--- config.mk ---
export PLATFORM = sky130hd
export DESIGN_NAME = ocp_fault_seq
export DESIGN_NICKNAME = d
export VERILOG_FILES = /design/src/rtl/ocpSeqPkg.sv /design/src/rtl/ocp_seq_ctrl.sv /design/src/rtl/ocp_seq_dp.sv /design/src/rtl/ocp_fault_seq.sv
export SDC_FILE = /design/constraint.sdc
export NUM_CORES = 1
export LEC_CHECK = 0
export BUFFER_PORTS_ARGS = -buffer_cell sky130_fd_sc_hd__buf_4
export CAP_MARGIN = 20
export CORE_AREA = 3 3 40 42
export CTS_CLUSTER_DIAMETER = 30
export DETAILED_ROUTE_END_ITERATION = 8
export DIE_AREA = 0 0 43 45
export SYNTH_ARGS = -nofsm -noshare
export SYNTH_HDL_FRONTEND = slang
export SYNTH_SLANG_ARGS = --single-unit
--- constraint.sdc ---
create_clock -name clk -period 1.11 [get_ports clk]
set_input_delay 0.0555 -clock clk [delete_from_list [all_inputs] [get_ports clk]]
set_output_delay 0.0555 -clock clk [all_outputs]
set_load 0.005 [all_outputs]
--- src/rtl/ocpSeqPkg.sv ---
package ocpSeqPkg;

  typedef enum logic [2:0] {
    ST_OFF,
    ST_SOFTSTART,
    ST_RUN,
    ST_OC_DELAY,
    ST_LATCHED
  } seqState_t;

  // Strobes from the control FSM to the datapath, all for the coming edge.
  typedef struct packed {
    logic phaseOnNext;  // next state switches the phases
    logic ssPulse;      // next state is a fresh entry into soft-start
    logic latchNext;    // next state is latched off
    logic inDelay;      // current state is the overcurrent delay
  } seqStrobe_t;

endpackage

--- src/rtl/ocp_seq_ctrl.sv ---
module ocp_seq_ctrl
  import ocpSeqPkg::*;
(
  input  logic       clk,
  input  logic       porRstN,
  input  logic       enPin,
  input  logic       limitHit,
  input  logic       pgoodInWin,
  input  logic       ssDone,
  input  logic       enOffReq,
  input  logic       tripNow,
  output seqStrobe_t strobe
);

  seqState_t state;
  seqState_t nxt;

  always_comb begin
    nxt = state;
    if (enOffReq) begin
      nxt = ST_OFF;
    end else begin
      case (state)
        ST_OFF:       if (enPin) nxt = ST_SOFTSTART;
        ST_SOFTSTART: begin
          if (limitHit)    nxt = ST_OC_DELAY;
          else if (ssDone) nxt = ST_RUN;
        end
        ST_RUN:       if (limitHit) nxt = ST_OC_DELAY;
        ST_OC_DELAY: begin
          // Threshold has priority over a fault that clears in the same clock.
          if (tripNow)        nxt = ST_LATCHED;
          else if (!limitHit) nxt = pgoodInWin ? ST_RUN : ST_SOFTSTART;
        end
        ST_LATCHED:   nxt = ST_LATCHED;
        default:      nxt = ST_OFF;
      endcase
    end
  end

  always_ff @(posedge clk or negedge porRstN) begin
    if (!porRstN) state <= ST_OFF;
    else          state <= nxt;
  end

  always_comb begin
    strobe.phaseOnNext = (nxt == ST_SOFTSTART) || (nxt == ST_RUN) || (nxt == ST_OC_DELAY);
    strobe.ssPulse     = (nxt == ST_SOFTSTART) && (state != ST_SOFTSTART);
    strobe.latchNext   = (nxt == ST_LATCHED);
    strobe.inDelay     = (state == ST_OC_DELAY);
  end

endmodule

--- src/rtl/ocp_seq_dp.sv ---
module ocp_seq_dp
  import ocpSeqPkg::*;
#(
  parameter int EnLowClocks = 2,
  parameter bit UseDlyCount = 1'b0,
  parameter int DlyCycles   = 4
) (
  input  logic       clk,
  input  logic       porRstN,
  input  logic       enPin,
  input  logic       dlyTrip,
  input  logic       voutLow,
  input  seqStrobe_t strobe,
  output logic       enOffReq,
  output logic       tripNow,
  output logic       phaseEn,
  output logic       ssReq,
  output logic       latchedOff,
  output logic       secLimSel
);

  localparam int EW = (EnLowClocks > 2) ? $clog2(EnLowClocks) : 1;
  localparam logic [EW-1:0] EN_TOP = EW'(EnLowClocks - 1);

  // Enable-low glitch filter: counts earlier consecutive low samples.
  logic [EW-1:0] enLowCnt;

  always_ff @(posedge clk or negedge porRstN) begin
    if (!porRstN)               enLowCnt <= '0;
    else if (enPin)             enLowCnt <= '0;
    else if (enLowCnt != EN_TOP) enLowCnt <= enLowCnt + 1'b1;
  end

  assign enOffReq = !enPin && (enLowCnt == EN_TOP);

  // Threshold source picked by parameter.
  generate
    if (UseDlyCount) begin : g_dlyCount
      localparam int CW = $clog2(DlyCycles + 1);
      localparam logic [CW-1:0] DLY_TOP = CW'(DlyCycles - 1);
      logic [CW-1:0] dlyCnt;

      always_ff @(posedge clk or negedge porRstN) begin
        if (!porRstN)           dlyCnt <= '0;
        else if (strobe.inDelay) dlyCnt <= dlyCnt + 1'b1;
        else                    dlyCnt <= '0;
      end

      assign tripNow = strobe.inDelay && (dlyCnt == DLY_TOP);
    end else begin : g_dlyComp
      assign tripNow = strobe.inDelay && dlyTrip;
    end
  endgenerate

  always_ff @(posedge clk or negedge porRstN) begin
    if (!porRstN) begin
      phaseEn    <= 1'b0;
      ssReq      <= 1'b0;
      latchedOff <= 1'b0;
      secLimSel  <= 1'b0;
    end else begin
      phaseEn    <= strobe.phaseOnNext;
      ssReq      <= strobe.ssPulse;
      latchedOff <= strobe.latchNext;
      secLimSel  <= strobe.phaseOnNext && voutLow;
    end
  end

endmodule

--- src/rtl/ocp_fault_seq.sv ---
module ocp_fault_seq
  import ocpSeqPkg::*;
#(
  parameter int EnLowClocks = 2,
  parameter bit UseDlyCount = 1'b0,
  parameter int DlyCycles   = 4
) (
  input  logic clk,
  input  logic porRstN,
  input  logic enPin,
  input  logic limitHit,
  input  logic dlyTrip,
  input  logic pgoodInWin,
  input  logic voutLow,
  input  logic ssDone,
  output logic phaseEn,
  output logic ssReq,
  output logic latchedOff,
  output logic secLimSel
);

  seqStrobe_t strobe;
  logic       enOffReq;
  logic       tripNow;

  ocp_seq_ctrl ctrl_i (
    .clk        (clk),
    .porRstN    (porRstN),
    .enPin      (enPin),
    .limitHit   (limitHit),
    .pgoodInWin (pgoodInWin),
    .ssDone     (ssDone),
    .enOffReq   (enOffReq),
    .tripNow    (tripNow),
    .strobe     (strobe)
  );

  ocp_seq_dp #(
    .EnLowClocks (EnLowClocks),
    .UseDlyCount (UseDlyCount),
    .DlyCycles   (DlyCycles)
  ) dp_i (
    .clk        (clk),
    .porRstN    (porRstN),
    .enPin      (enPin),
    .dlyTrip    (dlyTrip),
    .voutLow    (voutLow),
    .strobe     (strobe),
    .enOffReq   (enOffReq),
    .tripNow    (tripNow),
    .phaseEn    (phaseEn),
    .ssReq      (ssReq),
    .latchedOff (latchedOff),
    .secLimSel  (secLimSel)
  );

endmodule

==> results_dict.tcl, run 1 <==
set metrics [dict create \
    p_sw_uw 392 \
    grt_max_degree 9 \
    dpl-instance-area_um2 502 \
    clkPwrFrac 0.179 \
    antenna_found_initial 0 \
    worst_slew_pin_slew_ns 0.260 \
    ios 12 \
    remaining_drc_errors 0 \
    synthCells 36 \
    row_count 13 \
    outcome "finished with violations" \
    synth_seq_area_share 0.519 \
    drt_iter0_drc 2 \
    ys_warn_count 0 \
    setup_ws_ns -0.0710 \
    pre_cts_ws_ns -0.125 \
    cts_max_path_buffers 2 \
    startpoint "ctrl_i.state[1]" \
    mostFrequentLayoutCell "buf_4" \
    max_freq_ghz 0.847 \
    skew_ns 0.0117 \
    max-vdd-ir-drop_v 0.00136 \
    tns_ns -0.181 \
    setup_violations 4 \
    fin_crit_sh 1.06 \
    fillers 122 \
    p_int_uw 838 \
    die_h_um 45 \
    dp_hpwl_um 593 \
    core_um2 1280 \
    grt_setup_unrepaired "true" \
    slew_viol_final 0 \
    setup.worst_path.class "flop to flop" \
    syn_nets 44 \
    h-tree-depth 1 \
    ys_top_cells_by_area "dfrtp_1 (52%), nor2b_4 (3.6%), a211oi_2 (3.2%), a221o_2 (2.9%), inv_1 (2.9%)" \
    grt_use_total 0.0918 \
    syn_area_per_cell_um2 10.7 \
    numClockSinks 8 \
    cp_max_fo 6 \
    fin_nets 64 \
    root_buffer "clkbuf_4" \
    power_density_nw_per_um2 2230 \
    final-hold-violation-count 1 \
    hold_ws_ns -0.0204 \
    stdcell_area_um2 552 \
    post-place-cells 64 \
    cp.required_ns 1.28 \
    ant_nets 0 \
    r2r-start "ctrl_i.state[1]" \
    final_cells 69 \
    numCtsBuffers 3 \
    max-cap-violations 0 \
    multi_input_area_um2 181 \
    cp.arrival_ns 1.35 \
    p_leak_uw 0.000260 \
    grt_overflow 0 \
    final_cell_mix "buf_4 (14), dfrtp_1 (6), nor2_1 (3), inv_1 (3), clkbuf_4 (3)" \
    grt_pass1_vias 307 \
    violations "negative hold slack, negative setup slack" \
    ys_types 22 \
    gp_routability_congestion 0.822 \
    synthArstFlopShare 1.00 \
    clkLatencyLatePin_ns 0.26 \
    hp-start "enPin" \
    io_buffers 11 \
    cp-end-kind "flop" \
    vias 322 \
    yosysTopAreaCell "dfrtp_1" \
    die_area_um2 1940 \
    seq_power_share 0.395 \
    comb_power_share 0.426 \
    start_kind "flop" \
    area_growth_pct 43.2 \
    first_pass_iters 4 \
    tritoncts "done" \
    p_sw_frac 0.319 \
    dieWidth_um 43 \
    diodes 0 \
    ctsHoldBuffers 1 \
    synth-edff-count 0 \
    period_needed_ns 1.18 \
    wl_per_cell_um 10.9 \
    path_clk_slew_ns 0.06 \
    synth_top_flop_cell "dfrtp_1" \
    ys_seq_elements 8 \
    grt_pass1_wl_mm 1.25 \
    via_per_inst 4.67 \
    drive_gt1_frac 0.481 \
    relSlewSlack 0.825 \
    worstHoldPathType "primary input to flop" \
    syn_area_um2 385 \
    start_util 0.300 \
    routed_wl_um 754 \
    seqCellArea_um2 203 \
    synth_top_area_frac 0.519 \
]
[routing by layer]
metal	vias up	share of wire	global-route usage	wire length, um
met5	-	0	0	0
met4	0	0	0.0181	0
met3	0	0.092	0.0757	69
met2	9	0.45	0.126	337
met1	145	0.46	0.112	346
li1	168	-	-	-
[area by class of cell]
class | count | share of cell area
Clock buffer | 3 | 0.0408
Inverter | 3 | 0.0204
Multi-Input combinational cell | 25 | 0.329
Sequential cell | 8 | 0.367
Tap cell | 15 | 0.0340
Timing Repair Buffer | 15 | 0.209
[flip-flops by register name, indices dropped and copies added (netlist names)]
name and cells:
ctrl_i.state 3, dp_i.enLowCnt 1, dp_i.latchedOff 1, dp_i.phaseEn 1, dp_i.secLimSel 1, dp_i.ssReq 1
[kinds of logic after synthesis]
| family | count (synthesis) | synth area share |
|---|---|---|
| and+or+nand+nor | 15 | 0.244 |
| DFF | 8 | 0.519 |
| buffers and inverters | 3 | 0.0292 |
| AOI/OAI and AO/OA | 10 | 0.208 |
[metrics by stage]
step	total power, uW	hold WS [ns]	util
floorplan	747	-0.240	-
global placement	970	-0.120	0.390
detailed placement	965	-0.123	0.390
CTS	1250	-0.0267	0.429
global route	1330	-0.0283	0.429
finish	1230	-0.0204	0.429
[final timing paths]
kind,end,slack (ns),depth (start not counted)
max,dp_i.ssReq,-0.07,3
min,dp_i.enLowCnt,-0.02,2
max reg2reg,dp_i.ssReq,-0.07,3
min reg2reg,dp_i.latchedOff,0.58,2
max in group asynchronous,ctrl_i.state[1],0.81,2
min in group asynchronous,dp_i.secLimSel,0.15,2
[worst max-delay path: stages (launching register included)]
cell,delay [ns]
dfrtp_2,0.43
nor2b_4,0.14
a221o_2,0.39
a211oi_2,0.15
[timing repair]
action / 4_1_cts / 5_1_grt
endpoints found under the setup margin: 6 / 7
resized for setup: 3 / 0
pin swaps: 1 / 0
setup buffers: 1 / 0
hold endpoints to repair: 9 / 1
[power by group through the flow]
stage | clock, uW | sequential (uW) | combinational, uW
after CTS | 231 | 486 | 530
after floorplan | 0 | 479 | 268
final | 220 | 486 | 524
after global placement | 0 | 487 | 483
after detailed placement | 0 | 491 | 474
after global routing | 249 | 502 | 575
[cells in the mapped netlist, types with 2 or more instances]
| cell type | count |
|---|---|
| nand2_1 | 2 |
| a21oi_1 | 2 |
| nor2_1 | 3 |
| inv_1 | 3 |
| nand3_1 | 2 |
| dfrtp_1 | 8 |
No activity file was read; power rests on OpenSTA's default activity.
==> run 2: changes to the inputs <==
--- a/config.mk
+++ b/config.mk
@@ -8,6 +8,7 @@
 export BUFFER_PORTS_ARGS = -buffer_cell sky130_fd_sc_hd__buf_4
 export CAP_MARGIN = 20
 export CORE_AREA = 3 3 40 42
+export CTS_BUF_LIST = sky130_fd_sc_hd__clkbuf_2
 export CTS_CLUSTER_DIAMETER = 30
 export DETAILED_ROUTE_END_ITERATION = 8
 export DIE_AREA = 0 0 43 45
==> run 2 against run 1 <==
The run still ends with negative hold slack, negative setup slack left. Non-clock buffer count is the same. Clock skew rose by 0.0046 ns. Utilization fell by 0.58 points. Final area shrank 1.4%. Die area stayed put. Worst setup slack better by 0.0027 ns. Hold slack improved by 0.019 ns. Critical path depth stayed put. Combinational power hardly changed. Critical endpoint unchanged. Largest cell class unchanged. Largest power group unchanged.
==> results_dict.tcl, run 2 (synthesized netlist as in run 1, its figures left out) <==
set metrics [dict create \
    outcome "finished with violations" \
    violations "negative hold slack, negative setup slack" \
    final-hold-violation-count 1 \
    cp-end-kind "flop" \
    vias 321 \
    setup_violations 4 \
    grt_pass1_vias 308 \
    routed_wl_um 745 \
    antenna_found_initial 0 \
    dieWidth_um 43 \
    io_buffers 11 \
    numCtsBuffers 3 \
    power_density_nw_per_um2 2170 \
    pre_cts_ws_ns -0.125 \
    tritoncts "done" \
    start_kind "flop" \
    cts_max_path_buffers 2 \
    drive_gt1_frac 0.481 \
    mostFrequentLayoutCell "buf_4" \
    slowest_delay_ns 0.44 \
    period_needed_ns 1.18 \
    worstHoldPathType "primary input to flop" \
    start_util 0.300 \
    row_count 13 \
    finalPower_uw 1180 \
    largest_reg_flops 3 \
    gp_routability_congestion 0.822 \
    reg2reg_slack_ns -0.07 \
    die_h_um 45 \
    r2r_cells 3 \
    grt_pass1_wl_mm 1.25 \
    regMostFlops "ctrl_i.state" \
    wl_per_cell_um 10.8 \
    max_freq_ghz 0.849 \
    diodes 0 \
    grt_max_degree 9 \
    ios 12 \
    worst_slew_pin_slew_ns 0.260 \
    root_buffer "clkbuf_2" \
    post-place-cells 64 \
    path_clk_slew_ns 0.08 \
    cp_slowest_cell "dfrtp_2" \
    grt_overflow 0 \
    grt_setup_unrepaired "true" \
    clkLatencyLatePin_ns 0.24 \
    skew_ns 0.0163 \
    dp_hpwl_um 593 \
    cp.required_ns 1.27 \
    fin_crit_sh 1.06 \
    numClockSinks 8 \
    grt_use_total 0.0918 \
    area_growth_pct 41.2 \
    path_cells "nor2b_4 > a221o_2 > a211oi_2" \
    hold_depth 2 \
    core_um2 1280 \
    cp.arrival_ns 1.34 \
    remaining_drc_errors 0 \
    r2r_end "dp_i.ssReq" \
    max-vdd-ir-drop_v 0.00141 \
    p_leak_uw 0.000258 \
    setup.worst_path.class "flop to flop" \
    hp-start "enPin" \
    die_area_um2 1940 \
    cp_max_fo 6 \
    ant_nets 0 \
    relSlewSlack 0.825 \
    max-cap-violations 0 \
    ctsHoldBuffers 1 \
    final_cell_mix "buf_4 (14), dfrtp_1 (6), nor2_1 (3), inv_1 (3), clkbuf_2 (3)" \
    final_cells 69 \
    fin_nets 64 \
    hold_ws_ns -0.00179 \
    drt_iter0_drc 1 \
    via_per_inst 4.65 \
    first_pass_iters 4 \
    slew_viol_final 0 \
    h-tree-depth 1 \
    setup_ws_ns -0.0683 \
    min_to "dp_i.enLowCnt" \
    r2r-start "ctrl_i.state[1]" \
]
## run 2: cell counts in the layout (fill, tap and decap cells not counted)
Identical to the previous run, type by type.
## run 2: critical path: cells and delay by family, from the launching register on
family           cells  cell delay (ns)
flip-flops           1             0.44
AO/OA/AOI/OAI        2             0.54
AND/OR/NAND/NOR      1             0.14
## run 2: power breakdown
| part | total (uW) | internal [uW] | switching, uW | leakage [uW] |
|---|---|---|---|---|
| Combinational | 525 | 312 | 212 | 0.000148 |
| Sequential | 485 | 401 | 83.5 | 0.0000975 |
| Clock | 170 | 73.5 | 96.2 | 0.0000125 |
## run 2: through the flow
stage | instance area [um^2] | util | setup TNS, ns | hold WS [ns]
after floorplan | 385 | - | -0.0438 | -0.240
after global placement | 502 | 0.390 | -0.381 | -0.120
after detailed placement | 502 | 0.390 | -0.390 | -0.123
after CTS | 544 | 0.424 | -0.203 | -0.0110
after global routing | 544 | 0.424 | -0.504 | -0.0184
final | 544 | 0.424 | -0.171 | -0.00179
## run 2: worst max path at each step
stage | to | start | depth (start not counted) | slack (ns)
final | dp_i.ssReq | ctrl_i.state[1] | 3 | -0.07
after global routing | dp_i.ssReq | ctrl_i.state[1] | 3 | -0.10
after CTS | dp_i.ssReq | ctrl_i.state[1] | 3 | -0.07
after detailed placement | dp_i.secLimSel | ctrl_i.state[1] | 3 | -0.12
after global placement | dp_i.secLimSel | ctrl_i.state[1] | 3 | -0.09
after floorplan | dp_i.ssReq | ctrl_i.state[1] | 3 | -0.03
## run 2: metal layers
layer	share of wire	routed length, um	track usage
met4	0	0	0.0181
met5	0	0	0
met2	0.45	334	0.126
met3	0.095	71	0.0757
met1	0.46	340	0.112
## run 2: cell type report
class / instances / area [um^2]
timing repair buffer: 15 / 115
inverter: 3 / 11.3
multi-input combinational: 25 / 181
sequential: 8 / 203
clock buffer: 3 / 15.0
tap: 15 / 18.8
fill: 124 / 741
## run 2: repair_timing
| action | in CTS | in global routing |
|---|---|---|
| endpoints found under the setup margin | 6 | 7 |
| setup buffers | 1 | 0 |
| resized for setup | 3 | 0 |
| pin swaps | 1 | 0 |
| hold endpoints to repair | 9 | 1 |
==> run 3: changes to the inputs <==
--- a/config.mk
+++ b/config.mk
@@ -12,6 +12,7 @@
 export CTS_CLUSTER_DIAMETER = 30
 export DETAILED_ROUTE_END_ITERATION = 8
 export DIE_AREA = 0 0 43 45
+export SETUP_SLACK_MARGIN = 0.3
 export SYNTH_ARGS = -nofsm -noshare
 export SYNTH_HDL_FRONTEND = slang
 export SYNTH_SLANG_ARGS = --single-unit
==> run 3 against run 2 <==
Utilization is 2.0 points higher. Routed wire length grew 8.7%. Highest routed layer unchanged. The run ends with negative setup slack left. Hold slack improved by 0.0036 ns. Worst setup slack got worse by 0.015 ns.
==> results_dict.tcl, run 3 (synthesized netlist as in run 1, its figures left out) <==
set metrics [dict create \
    met1Wirelength_um 370 \
    comb_power_share 0.466 \
    tns_ns -0.266 \
    cts_max_path_buffers 2 \
    stdcell_area_um2 571 \
    root_buffer "clkbuf_2" \
    vias 339 \
    drive_gt1_frac 0.527 \
    route.met3.wl_um 56 \
    p_int_uw 838 \
    grt_max_degree 9 \
    outcome "finished with violations" \
    io_buffers 11 \
    diodes 0 \
    p_leak_uw 0.000267 \
    antenna_found_initial 0 \
    fin_crit_sh 1.08 \
    h-tree-depth 1 \
    area_growth_pct 48.1 \
    max-vdd-ir-drop_v 0.00148 \
    top_layer "met3" \
    cp_max_fo 6 \
    largest_reg_flops 3 \
    row_count 13 \
    start_kind "flop" \
    worstHoldPathType "primary input to flop" \
    ios 12 \
    regMostFlops "ctrl_i.state" \
    wl_met2_um 383 \
    via_per_inst 4.84 \
    cp.arrival_ns 1.34 \
    final_cell_mix "buf_4 (12), dfrtp_1 (6)" \
    first_pass_iters 3 \
    drt_iter0_drc 2 \
    cp.required_ns 1.25 \
    max_freq_ghz 0.838 \
    p_sw_frac 0.325 \
    slew_viol_final 0 \
    mostFrequentLayoutCell "buf_4" \
    grt_pass1_wl_mm 1.35 \
    worst_slew_pin_slew_ns 0.323 \
    seq_power_share 0.404 \
    slowest_delay_ns 0.44 \
    dp_hpwl_um 624 \
    core_um2 1280 \
    violations "negative setup slack" \
    relSlewSlack 0.784 \
    path_cells "nor2b_4 > a221o_2 > a211oi_2" \
    power_density_nw_per_um2 2180 \
    grt_setup_unrepaired "true" \
    grt_overflow 0 \
    die_area_um2 1940 \
    grt_use_total 0.0976 \
    path_clk_slew_ns 0.07 \
    max-cap-violations 0 \
    cp_slowest_cell "dfrtp_2" \
    fin_nets 65 \
    setup_ws_ns -0.0838 \
    path_delay_family "compound AO/OA/AOI/OAI gates" \
    numClockSinks 8 \
    period_needed_ns 1.19 \
    dpl-instance-area_um2 509 \
    gp_routability_congestion 0.806 \
    routed_wl_um 810 \
    p_sw_uw 403 \
    fin_util 0.444 \
    ctsHoldBuffers 1 \
    setup.worst_path.class "flop to flop" \
    skew_ns 0.00606 \
    remaining_drc_errors 0 \
    start_util 0.300 \
    numCtsBuffers 3 \
    grt_pass1_vias 315 \
    dieWidth_um 43 \
    die_h_um 45 \
    cp-end-kind "flop" \
    final-hold-violation-count 0 \
    crit_buf_inv 0 \
    clkLatencyLatePin_ns 0.23 \
    setup_violations 4 \
    tritoncts "done" \
    clkPwrFrac 0.130 \
    pre_cts_ws_ns -0.115 \
    wl_per_cell_um 11.6 \
    ant_nets 0 \
]
==> run 3: changes by cell type in the layout (fill, tap and decap cells not counted), sizes merged <==
cell  before  now
buf       14   15
==> run 3: area by class of cell <==
class / instances / area [um^2]
fill: 132 / 714
inverter: 3 / 11.3
sequential: 8 / 203
clock buffer: 3 / 15.0
multi-input combinational: 25 / 189
tap: 15 / 18.8
timing repair buffer: 16 / 134
==> run 3: routing by layer <==
| metal | global-route usage | vias up |
|---|---|---|
| li1 | - | 171 |
| met1 | 0.122 | 159 |
| met2 | 0.138 | 9 |
| met3 | 0.0598 | 0 |
| met4 | 0.0361 | 0 |
| met5 | 0 | - |
==> run 3: final timing paths <==
| check | endpoint | cells after the start | slack, ns | startpoint |
|---|---|---|---|---|
| min reg2reg | ctrl_i.state[2] | 2 | 0.64 | ctrl_i.state[2] |
| min in group asynchronous | dp_i.secLimSel | 2 | 0.17 | porRstN |
| min | dp_i.enLowCnt | 2 | 0.002 | enPin |
| max reg2reg | dp_i.ssReq | 3 | -0.08 | ctrl_i.state[1] |
| max | dp_i.ssReq | 3 | -0.08 | ctrl_i.state[1] |
| max in group asynchronous | ctrl_i.state[1] | 2 | 0.79 | porRstN |
==> run 3: repair_timing <==
item                                    in CTS  in global routing
pin swaps                                    4                  0
cloned                                       0                  0
endpoints found under the setup margin       7                 10
resized for setup                            5                  4
endpoints found under the hold margin        9                  1
buffers inserted                             1                  0
==> run 3: power groups by stage <==
stage	logic [uW]	registers, uW	clock network (uW)
final	579	502	161
after global routing	634	515	187
after CTS	552	490	173
after detailed placement	507	486	0
after global placement	513	485	0
after floorplan	269	479	0
==> run 3: through the flow <==
step | hold WS (ns) | instances | power, uW
final | 0.00178 | 70 | 1240
after global routing | -0.0133 | 70 | 1340
after CTS | -0.0145 | 70 | 1210
after detailed placement | -0.122 | 65 | 993
after global placement | -0.119 | 65 | 998
after floorplan | -0.240 | 36 | 748
